[config.mk]
export PLATFORM = sky130hd
export DESIGN_NAME = dr_handshake_stage
export DESIGN_NICKNAME = d
export VERILOG_FILES = /design/src/rtl/dr_handshake_stage.sv
export SDC_FILE = /design/constraint.sdc
export NUM_CORES = 1
export LEC_CHECK = 0
export ABC_CLOCK_PERIOD_IN_PS = 950
export BUFFER_PORTS_ARGS = -buffer_cell sky130_fd_sc_hd__buf_2
export CORE_AREA = 2 2 66 62
export CTS_CLUSTER_SIZE = 10
export DETAILED_ROUTE_END_ITERATION = 8
export DIE_AREA = 0 0 68 64
export PLACE_DENSITY = 0.71
export SYNTH_ARGS = -nofsm -noshare
export SYNTH_HDL_FRONTEND = slang
export SYNTH_SLANG_ARGS = --single-unit
[constraint.sdc]
create_clock -name clk -period 0.95 [get_ports clk]
set_input_delay 0.095 -clock clk [delete_from_list [all_inputs] [get_ports clk]]
set_output_delay 0.095 -clock clk [all_outputs]
set_load 0.02 [all_outputs]
[src/rtl/dr_handshake_stage.sv]
module dr_handshake_stage #(
  parameter int WIDTH   = 8,
  parameter bit RTZ     = 1'b1,
  parameter bit USE_EXT = 1'b0
) (
  input  logic             clk,
  input  logic             rst_n,
  input  logic [WIDTH-1:0] in_t,
  input  logic [WIDTH-1:0] in_f,
  output logic             ack_out,
  output logic             ack_in,
  output logic [WIDTH-1:0] fwd_t,
  output logic [WIDTH-1:0] fwd_f,
  input  logic [WIDTH-1:0] fn_t,
  input  logic [WIDTH-1:0] fn_f,
  input  logic             dn_ack,
  output logic [WIDTH-1:0] out_t,
  output logic [WIDTH-1:0] out_f
);
  localparam int LVL = (WIDTH <= 2) ? 1 : $clog2(WIDTH);
  localparam int LEAVES = 1 << LVL;
  localparam logic [WIDTH-1:0] SPACER = RTZ ? '0 : '1;

  logic [WIDTH-1:0] bank_t, bank_f, mid_t, mid_f, done;
  logic [LEAVES-1:0] leaf;
  logic tree [1:LEAVES-1];

  // input bank: each rail meets ack_in at a C-element
  always_ff @(posedge clk or negedge rst_n) begin
    if (!rst_n) begin
      bank_t <= SPACER;
      bank_f <= SPACER;
    end else begin
      bank_t <= (in_t & {WIDTH{ack_in}}) | (in_t & bank_t) | ({WIDTH{ack_in}} & bank_t);
      bank_f <= (in_f & {WIDTH{ack_in}}) | (in_f & bank_f) | ({WIDTH{ack_in}} & bank_f);
    end
  end

  assign fwd_t = bank_t;
  assign fwd_f = bank_f;
  assign mid_t = USE_EXT ? fn_t : bank_t;
  assign mid_f = USE_EXT ? fn_f : bank_f;

  // output bank: each rail meets the downstream acknowledge
  always_ff @(posedge clk or negedge rst_n) begin
    if (!rst_n) begin
      out_t <= SPACER;
      out_f <= SPACER;
    end else begin
      out_t <= (mid_t & {WIDTH{dn_ack}}) | (mid_t & out_t) | ({WIDTH{dn_ack}} & out_t);
      out_f <= (mid_f & {WIDTH{dn_ack}}) | (mid_f & out_f) | ({WIDTH{dn_ack}} & out_f);
    end
  end

  assign done = RTZ ? (out_t | out_f) : (out_t & out_f);

  generate
    for (genvar j = 0; j < LEAVES; j++) begin : g_leaf
      localparam int SRC = (j < WIDTH) ? j : WIDTH - 1;
      assign leaf[j] = done[SRC];
    end
    for (genvar i = 1; i < LEAVES; i++) begin : g_node
      logic a, b;
      if (2 * i >= LEAVES) begin : g_from_leaf
        assign a = leaf[2*i-LEAVES];
        assign b = leaf[2*i+1-LEAVES];
      end else begin : g_from_node
        assign a = tree[2*i];
        assign b = tree[2*i+1];
      end
      always_ff @(posedge clk or negedge rst_n) begin
        if (!rst_n) tree[i] <= 1'b0;
        else        tree[i] <= (a & b) | (a & tree[i]) | (b & tree[i]);
      end
    end
  endgenerate

  assign ack_out = tree[1];
  assign ack_in  = ~ack_out;
endmodule

# Yosys cells after proc, flatten, opt, wreduce, memory -nomap -nowiden
# Cells that the tools add are included.
dict set report word_totals {
  out_inout_bits 34
  wordCells 68
  ff_bits 39
}
dict set report classes {
  n_bitwise 57
}
# operator n
set op_table {}
lappend op_table {{8-bit bitwise AND} 12}
lappend op_table {{8-bit OR} 9}
lappend op_table {{1-bit bitwise AND} 21}
lappend op_table {{1-bit OR} 14}
lappend op_table {{1-bit NOT} 1}

# Longest topological paths before layout
# Gate-level depths: netlist (run 1).
dict set report logic_depth {
  ltp_word 4
  depth_mapped 3
  mapped_depth_nobuf 2
}

# Worst setup path before layout (run 1)
# No wires, ideal clock.
dict set report synth_path {
  kind {reg2reg}
  from {register tree, in the netlist ack_out}
  to {register bank_f[0] (netlist: fwd_f[0])}
  n_path_buf 1
  setup_slack_ns -0.188
  setup_ns 0.126
  stages_incl_launch_ff 4
  synth_period_minus_slack_ns 1.138
  arrival_ns 1.012
  path_cell_list {dfrtp_1 -> inv_2 -> buf_6 -> maj3_2}
}
dict set report synth_between {
  elab_chain_len 4
}
# element line_no
set synth_lines {}
lappend synth_lines {{from (decl)} 26} ;# logic tree [1:LEAVES-1];
lappend synth_lines {{from (signal, indexed assignment)} 73} ;# else tree[i] <= (a & b) | (a & tree[i]) | (b & tree[i]);
lappend synth_lines {{1-bit NOT *} 79} ;# assign ack_in = ~ack_out;
lappend synth_lines {{named net ack_in} 11} ;# output logic ack_in,
lappend synth_lines {{8-bit bitwise AND} 35} ;# bank_f <= (in_f & {WIDTH{ack_in}}) | (in_f & bank_f) | ({WIDTH{ack_in}} & bank_f);
lappend synth_lines {{8-bit OR} 35}
lappend synth_lines {{8-bit OR *} 35}
lappend synth_lines {{to (signal assigned)} 35}
lappend synth_lines {{to (decl)} 24} ;# logic [WIDTH-1:0] bank_t, bank_f, mid_t, mid_f, done;
# The timed path passes the listed nets; every way through them passes the cells marked *.

# Worst setup path after layout (run 1)
dict set report layout_path {
  from {register tree, in the netlist ack_out}
  to {output ack_in}
}
dict set report layout_between {
  elab_chain_len 1
}
# element line_no
set layout_lines {}
lappend layout_lines {{1-bit NOT} 79}
lappend layout_lines {{to (decl)} 11}
# Every way passes these cells.

==> results.json, run 1 <==
{
  "end_kind": "output pin",
  "power_mw": 5.40,
  "yosys.area.top_type": "dfrtp_1",
  "grt_max_degree": 29,
  "worst_pin_slew_ns": 0.384,
  "synth.cell_area_um2": 1460,
  "synth.avg_cell_area_um2": 16.2,
  "r2r-end": "fwd_t[3]",
  "slew_violations": 0,
  "muxShareOfSynthArea_pct": 0,
  "ant_nets": 0,
  "grt_pass1_wl_um": 5000,
  "htreeDepth": 2,
  "drc": 0,
  "cts_buffers": 5,
  "vias": 1033,
  "yosysSeqAreaShare_pct": 66.8,
  "dp_slack_ns": -0.0392,
  "dr.pass1.iters": 2,
  "layout_min_cycle_time_ns": 1.05,
  "start_kind": "register",
  "utilization_pct": 63.7,
  "dp_hpwl_um": 2040,
  "crit_arrival_ns": 0.95,
  "fin_ws_ns": -0.0974,
  "layout-drive-gt1-share_pct": 67.3,
  "syn-instance-count": 90,
  "final_cell_area_um2": 2310,
  "period_share_pct": 110,
  "cp_max_fo": 6,
  "reg2reg_from": "ack_out",
  "path_clk_slew_ns": 0.07,
  "wl_um": 3250,
  "violations": "setup timing",
  "gp_congestion": 0.668,
  "grt_pass1_vias": 1008,
  "synth_top_area_share_pct": 66.8,
  "rrSetupSlack_ns": -0.09,
  "pin_count": 69,
  "drv_cap": 0,
  "startpoint": "ack_out",
  "synth_top_family_by_area": "adder cells",
  "dieHeight_um": 64,
  "cts_tree": "done",
  "clock_sinks": 39,
  "powerDensity_nw_per_um2": 2340,
  "clockBufferDepth": 2,
  "nets": 202,
  "synth-simple-area-share_pct": 1.03,
  "slew_headroom_pct": 74.4,
  "vdd_drop_max_v": 0.00129,
  "clock_latency_ns": 0.28,
  "hold_ws_ns": 0.0687,
  "hold_viol_final": 0,
  "synth.distinct_cells": 9,
  "synth_compound_area_share_pct": 3.77,
  "p_leak_nw": 1.14,
  "rsz0062_at_grt": "yes",
  "fp.dieW_um": 68,
  "fin_worst_skew_ns": 0.00300,
  "drt_iter0_drc": 16,
  "cp.required_ns": 0.85,
  "syn_nets": 125,
  "clockRootBuffer": "clkbuf_8",
  "grt-ovfl-total": 0,
  "dieArea_um2": 4350,
  "grt_usage_pct": 16.1,
  "place_area_um2": 1770,
  "cp-endpoint": "ack_in",
  "antenna_found_initial": 0,
  "rr_worst_depth": 3,
  "outcome": "complete, but fails checks",
  "ys_ff_latch": 39,
  "hp-class": "input port to register",
  "setup_viol": 31,
  "fp-row-count": 21,
  "synthAdderAreaFrac_pct": 25.6,
  "fp.coreArea_um2": 3630,
  "diodes": 0,
  "numPortBuffers": 52,
  "ys_top_cells_by_area": "dfrtp_1 67%, maj3_2 15%, maj3_1 11%",
  "fmax_ghz": 0.955,
  "routed_via_density": 4.83,
  "wire_per_inst_um": 15.2,
  "area_growth_pct": 58.1,
  "initial_core_util_pct": 40.3,
  "path_class": "register to output pin",
  "ys_warn_count": 0,
  "synth_xor_area_share_pct": 0
}
==> cell families after synthesis <==
kind of cell,after synthesis
flip-flops,39
AO/OA/AOI/OAI,8
buffers and inverters,4
AND/OR/NAND/NOR,4
adder cells (fa/ha/maj),35
==> registers in the layout, indices dropped and copies added, names as in the netlist <==
signal,flops
g_node.b,3
out_t,8
ack_out,1
fwd_f,8
fwd_t,8
out_f,8
g_node.a,3
==> power by group <==
part / switching (mW) / internal, mW / leakage, nW
sequential: 0.292 / 1.93 / 0.527
combinational: 0.843 / 1.15 / 0.565
clock: 0.526 / 0.662 / 0.0515
==> per-stage QoR <==
step | std cells | setup TNS [ns]
after CTS | 212 | -1.37
after global routing | 214 | -2.66
after floorplan | 90 | -0.955
after global placement | 186 | -0.0525
after detailed placement | 186 | -0.149
final | 214 | -1.41
==> layout make-up <==
class	instances	area (µm²)
sequential	39	982
multi-input combinational	47	474
timing repair buffer	73	686
tap	46	57.6
fill	272	1320
clock buffer	8	100
inverter	1	11.3
==> layout by cell type, fill, tap and decap left out <==
master,count
maj3_2,25
o32ai_1,1
dfrtp_2,5
dlygate4sd3_1,1
buf_4,9
clkbuf_8,7
clkbuf_1,1
o21ai_0,4
dfrtp_1,34
buf_6,42
inv_8,1
buf_2,19
o32ai_2,3
buf_12,2
maj3_1,10
nand2_1,4
==> cell usage after synthesis <==
library cell	instances
nand2_1	4
o32ai_1	4
maj3_2	19
o21ai_0	4
buf_6	2
buf_8	1
maj3_1	16
dfrtp_1	39
inv_2	1
==> what timing repair did <==
item                                   CTS  global route
resized for setup                       56            34
pin swaps                                0             2
setup endpoints to repair               38            60
hold buffers                             1             0
endpoints found under the hold margin   39             0
setup buffers                           17             2
==> worst min path at each step <==
| stage | from | endpoint | slack, ns | depth (start not counted) |
|---|---|---|---|---|
| 5_1_grt | in_f[7] | fwd_f[7] | 0.06 | 2 |
| 6_report | in_f[7] | fwd_f[7] | 0.07 | 2 |
| 4_1_cts | in_f[7] | fwd_f[7] | 0.06 | 2 |
| 3_5_place_dp | rst_n | fwd_t[6] | -0.002 | 1 |
| 2_1_floorplan | rst_n | ack_out | -0.20 | 0 |
| 3_3_place_gp | rst_n | fwd_t[6] | -0.008 | 1 |
==> critical path, stage by stage (launching register included) <==
cell     delay [ns]
dfrtp_2        0.46
inv_8          0.09
buf_6          0.12
==> per-layer routing <==
layer,wire length [µm],GRT usage [%],vias to the layer above
li1,-,-,482
met1,1470,21.6,509
met2,1540,23.3,37
met3,178,6.16,5
met4,53,6.25,0
met5,0,0,-
Note: power is estimated with default switching activity, not from simulation.
==> run 2, diff against run 1 <==
--- a/config.mk
+++ b/config.mk
@@ -11,7 +11,8 @@
 export CTS_CLUSTER_SIZE = 10
 export DETAILED_ROUTE_END_ITERATION = 8
 export DIE_AREA = 0 0 68 64
-export PLACE_DENSITY = 0.71
+export GPL_TIMING_DRIVEN = 1
+export PLACE_DENSITY = 0.72
 export SYNTH_ARGS = -nofsm -noshare
 export SYNTH_HDL_FRONTEND = slang
 export SYNTH_SLANG_ARGS = --single-unit
==> run 2 against run 1 <==
  * The run still ends with setup timing left
  * Maximum frequency up 1.1%
  * Sequential cell count did not move
  * Register-to-register slack is essentially flat
  * Worst hold slack improved by 0.018 ns
  * Critical endpoint unchanged
  * Largest cell class unchanged
  * Largest power group unchanged
==> results.json, run 2 (synthesized netlist as in run 1, its figures left out) <==
{
  "outcome": "complete, but fails checks",
  "violations": "setup timing",
  "diodes": 0,
  "pin_count": 69,
  "layout_min_cycle_time_ns": 1.04,
  "p_sw_mw": 1.65,
  "p_leak_nw": 1.15,
  "path_clk_slew_ns": 0.07,
  "swShare_pct": 29.9,
  "numPortBuffers": 52,
  "hold_viol_final": 0,
  "pwr-share-comb_pct": 35.0,
  "fillers": 290,
  "layout_common_cells": "38 x buf_6, 33 x dfrtp_1, 27 x maj3_2",
  "pwr-share-seq_pct": 39.8,
  "nets": 202,
  "slowest_delay_ns": 0.45,
  "routed_via_density": 4.88,
  "fin_ws_ns": -0.0857,
  "cp_cell_sequence": "inv_8, buf_6",
  "p_clk_share_pct": 25.2,
  "seqCellArea_um2": 983,
  "path_class": "register to output pin",
  "grt_max_degree": 40,
  "drc": 0,
  "powerDensity_nw_per_um2": 2390,
  "p_int_mw": 3.87,
  "grt_usage_pct": 17.5,
  "cts_tree": "done",
  "gp_congestion": 0.633,
  "startpoint": "ack_out",
  "cp.required_ns": 0.85,
  "fin_worst_skew_ns": 0.00624,
  "dieHeight_um": 64,
  "initial_core_util_pct": 40.3,
  "cp_max_fo": 4,
  "fin_tns_setup_ns": -1.28,
  "rsz0062_at_grt": "yes",
  "dr.pass1.iters": 3,
  "wire_per_inst_um": 15.3,
  "vias": 1044,
  "wl_um": 3280,
  "clock_latency_ns": 0.28,
  "vdd_drop_max_v": 0.00111,
  "drv_cap": 0,
  "grt_pass1_vias": 1150,
  "worst_pin_slew_ns": 0.369,
  "slew_headroom_pct": 75.4,
  "period_share_pct": 109,
  "worstHoldStart": "in_f[7]",
  "htreeDepth": 2,
  "clockRootBuffer": "clkbuf_8",
  "grt_pass1_wl_um": 5580,
  "path_delay_family": "flip-flops",
  "drt_iter0_drc": 49,
  "area_growth_pct": 58.0,
  "crit_arrival_ns": 0.94,
  "path_buf_inv": 2,
  "grt-ovfl-total": 0,
  "reg2reg_from": "ack_out",
  "multi_input_area_um2": 484,
  "setup_viol": 30,
  "final_common_cell": "buf_6",
  "dieArea_um2": 4350,
  "clockBufferDepth": 2,
  "ant_nets": 0,
  "antenna_found_initial": 0,
  "start_kind": "register",
  "fp-row-count": 21,
  "cts_buffers": 5,
  "slew_violations": 0,
  "end_kind": "output pin",
  "fp.dieW_um": 68,
  "fp.coreArea_um2": 3630,
  "slowest_stage": "dfrtp_2",
  "fmax_ghz": 0.966,
  "hp-class": "input port to register",
  "layout-drive-gt1-share_pct": 70.2,
  "dp_slack_ns": -0.0302,
  "clock_sinks": 39
}
-- run 2: worst paths after layout --
path	end	slack, ns	cells after the start
worst max-delay path	ack_in	-0.09	2
worst min-delay path	fwd_f[7]	0.09	2
worst max register to register	fwd_t[6]	-0.08	3
worst min register to register	g_node[2].b	0.55	2
max in group asynchronous	out_f[0]	0.43	3
min in group asynchronous	fwd_t[1]	0.32	3
-- run 2: power groups by stage --
stage | combinational, mW | sequential [mW] | clock [mW]
final | 1.93 | 2.20 | 1.39
after global placement | 1.21 | 2.17 | 0
after global routing | 2.08 | 2.24 | 1.52
after floorplan | 0.571 | 2.45 | 0
after detailed placement | 1.23 | 2.19 | 0
after CTS | 1.86 | 2.17 | 1.43
-- run 2: worst reg2reg max path, cell delays in order (launching register included) --
cell and delay, ns:
dfrtp_2 0.43, inv_8 0.06, buf_8 0.13, maj3_2 0.29
-- run 2: cell type report --
class                      instances  area share (%)
timing repair buffer              73            28.4
inverter                           1           0.488
multi-input combinational         47            21.0
clock inverter                     2            1.52
clock buffer                       6            3.58
tap                               46            2.49
sequential                        39            42.6
-- run 2: through the flow --
step	hold WS, ns	cells	power [mW]	instance area (µm²)	utilization, %
final	0.0867	214	5.53	2310	63.7
after global routing	0.0827	214	5.84	2310	63.7
after CTS	0.0776	213	5.46	2200	60.6
after detailed placement	0.0770	186	3.42	1770	48.7
after global placement	0.0732	186	3.37	1770	48.7
after floorplan	-0.201	90	3.02	1470	-
-- run 2: layer usage --
metal / share of wire, % / track usage, % / vias to the layer above
met4: 1.4 / 7.25 / 0
met2: 51 / 27.8 / 35
met1: 42 / 22.5 / 527
met3: 5.6 / 4.58 / 5
li1: - / - / 477
met5: 0 / 0 / -
-- run 2: what timing repair did --
item                                    CTS  global route
setup buffers                            18             1
hold endpoints to repair                 39             0
pin swaps                                 1             5
gates resized for setup                  59            30
endpoints found under the setup margin   41            56
hold buffers                              1             0
==> run 3, diff against run 2 <==
--- a/config.mk
+++ b/config.mk
@@ -7,10 +7,10 @@
 export LEC_CHECK = 0
 export ABC_CLOCK_PERIOD_IN_PS = 950
 export BUFFER_PORTS_ARGS = -buffer_cell sky130_fd_sc_hd__buf_2
-export CORE_AREA = 2 2 66 62
+export CORE_AREA = 3 3 67 63
 export CTS_CLUSTER_SIZE = 10
 export DETAILED_ROUTE_END_ITERATION = 8
-export DIE_AREA = 0 0 68 64
+export DIE_AREA = 0 0 70 66
 export GPL_TIMING_DRIVEN = 1
 export PLACE_DENSITY = 0.72
 export SYNTH_ARGS = -nofsm -noshare
==> run 3 against run 2 <==
  * Highest routed layer unchanged
  * Via count fell by 2.3%
  * Clock-buffer cell count unchanged
  * Register-to-register slack worse by 0.02 ns
  * Clock power about the same
  * The run still ends with setup timing left
  * Non-clock buffer count is 1 higher
  * Maximum frequency shrank 0.93%
==> results.json, run 3 (synthesized netlist as in run 1, its figures left out) <==
{
  "period_share_pct": 110,
  "startpoint": "ack_out",
  "rsz0062_at_grt": "yes",
  "drc": 0,
  "dp_slack_ns": -0.0145,
  "hold_ws_ns": 0.0717,
  "powerDensity_nw_per_um2": 2380,
  "p_clk_share_pct": 25.3,
  "nets": 203,
  "initial_core_util_pct": 40.3,
  "utilization_pct": 64.0,
  "htreeDepth": 2,
  "slew_headroom_pct": 75.4,
  "grt_pass1_wl_um": 5310,
  "fp.dieW_um": 70,
  "clockBufferDepth": 2,
  "cts_buffers": 5,
  "gp_congestion": 0.821,
  "path_class": "register to output pin",
  "fmax_ghz": 0.957,
  "grt_usage_pct": 15.1,
  "grt-ovfl-total": 0,
  "final_cells": 215,
  "dieHeight_um": 66,
  "dr.pass1.iters": 4,
  "fp.coreArea_um2": 3630,
  "dieArea_um2": 4620,
  "swShare_pct": 29.9,
  "pwr-share-comb_pct": 34.7,
  "layout-drive-gt1-share_pct": 69.2,
  "layout_min_cycle_time_ns": 1.05,
  "wire_per_inst_um": 15.0,
  "diodes": 0,
  "hold_viol_final": 0,
  "fin_worst_skew_ns": 0.00452,
  "p_sw_mw": 1.65,
  "cp.required_ns": 0.85,
  "antenna_found_initial": 0,
  "slew_violations": 0,
  "vdd_drop_max_v": 0.00112,
  "cp_max_fo": 6,
  "numPortBuffers": 52,
  "ant_nets": 0,
  "dp_hpwl_um": 2100,
  "worstHoldStart": "in_t[4]",
  "start_kind": "register",
  "clock_latency_ns": 0.28,
  "fillers": 284,
  "crit_arrival_ns": 0.95,
  "cts_tree": "done",
  "end_kind": "output pin",
  "pwr-share-seq_pct": 40.0,
  "drv_cap": 0,
  "pin_count": 69,
  "wl_um": 3220,
  "clockRootBuffer": "clkbuf_8",
  "p_int_mw": 3.87,
  "worst_pin_slew_ns": 0.369,
  "path_clk_slew_ns": 0.07,
  "layout_common_cells": "41 x buf_6, 34 x dfrtp_1, 26 x maj3_2",
  "clock_sinks": 39,
  "dp.cells": 187,
  "fp-row-count": 21,
  "outcome": "complete, but fails checks",
  "vias": 1020,
  "drt_iter0_drc": 39,
  "routed_via_density": 4.74,
  "grt_pass1_vias": 1111,
  "area_growth_pct": 58.8,
  "setup_viol": 26,
  "grt_max_degree": 21,
  "hp-class": "input port to register",
  "fin_ws_ns": -0.0954,
  "violations": "setup timing",
  "final_common_cell": "buf_6",
  "p_leak_nw": 1.16,
  "reg2reg_from": "ack_out"
}
## run 3: cell types whose count changed in the layout (fill, tap and decap cells not counted)
cell / before / now
dfrtp_1: 33 / 34
buf_8: 1 / 0
buf_6: 38 / 41
maj3_2: 27 / 26
dfrtp_2: 6 / 5
o21ai_1: 1 / 0
buf_2: 23 / 22
maj3_1: 8 / 9
o21ai_0: 3 / 4
## run 3: area by class of cell
| class | instances | area (µm²) | area share [%] |
|---|---|---|---|
| flip-flops and latches | 39 | 982 | 42.3 |
| clock buffers | 6 | 82.6 | 3.56 |
| repair buffers | 74 | 669 | 28.8 |
| well taps | 46 | 57.6 | 2.48 |
| multi-input cells | 47 | 483 | 20.8 |
| inverters | 1 | 11.3 | 0.485 |
| clock inverters | 2 | 35.0 | 1.51 |
## run 3: path summary, 6_finish.rpt
kind / end / slack (ns) / cells after the start
max: ack_in / -0.1 / 2
min: fwd_t[4] / 0.07 / 2
max reg2reg: fwd_f[6] / -0.1 / 3
min reg2reg: ack_out / 0.55 / 1
max in group asynchronous: out_t[7] / 0.26 / 3
min in group asynchronous: fwd_t[4] / 0.25 / 2
## run 3: timing repair
action | CTS | global route
buffers inserted | 18 | 1
endpoints found under the hold margin | 39 | 0
pin swaps | 1 | 7
setup endpoints to repair | 40 | 60
hold buffers | 1 | 0
resized for setup | 51 | 37
## run 3: metal layers
layer | up-vias | wire (µm) | track usage [%]
li1 | 482 | - | -
met1 | 498 | 1340 | 18.8
met2 | 36 | 1650 | 24.9
met3 | 4 | 197 | 4.41
met4 | 0 | 33 | 5.74
met5 | - | 0 | 0
## run 3: power by group through the flow
stage,clock [mW],combinational [mW],sequential [mW]
2_1_floorplan,0,0.571,2.45
4_1_cts,1.44,1.79,2.16
3_5_place_dp,0,1.24,2.18
6_report,1.39,1.91,2.21
3_3_place_gp,0,1.21,2.17
5_1_grt,1.50,2.04,2.25
## run 3: metrics by stage
stage	total power, mW	cell area [µm²]	TNS (ns)
final	5.51	2320	-1.33
after global routing	5.79	2320	-2.81
after CTS	5.39	2180	-1.33
after detailed placement	3.42	1770	-0.0395
after global placement	3.38	1770	-0.0574
after floorplan	3.02	1470	-0.955
## run 3: worst max-delay path, stage by stage, from the launching register on
cell and delay [ns]:
dfrtp_2 0.46, inv_8 0.09, buf_6 0.12
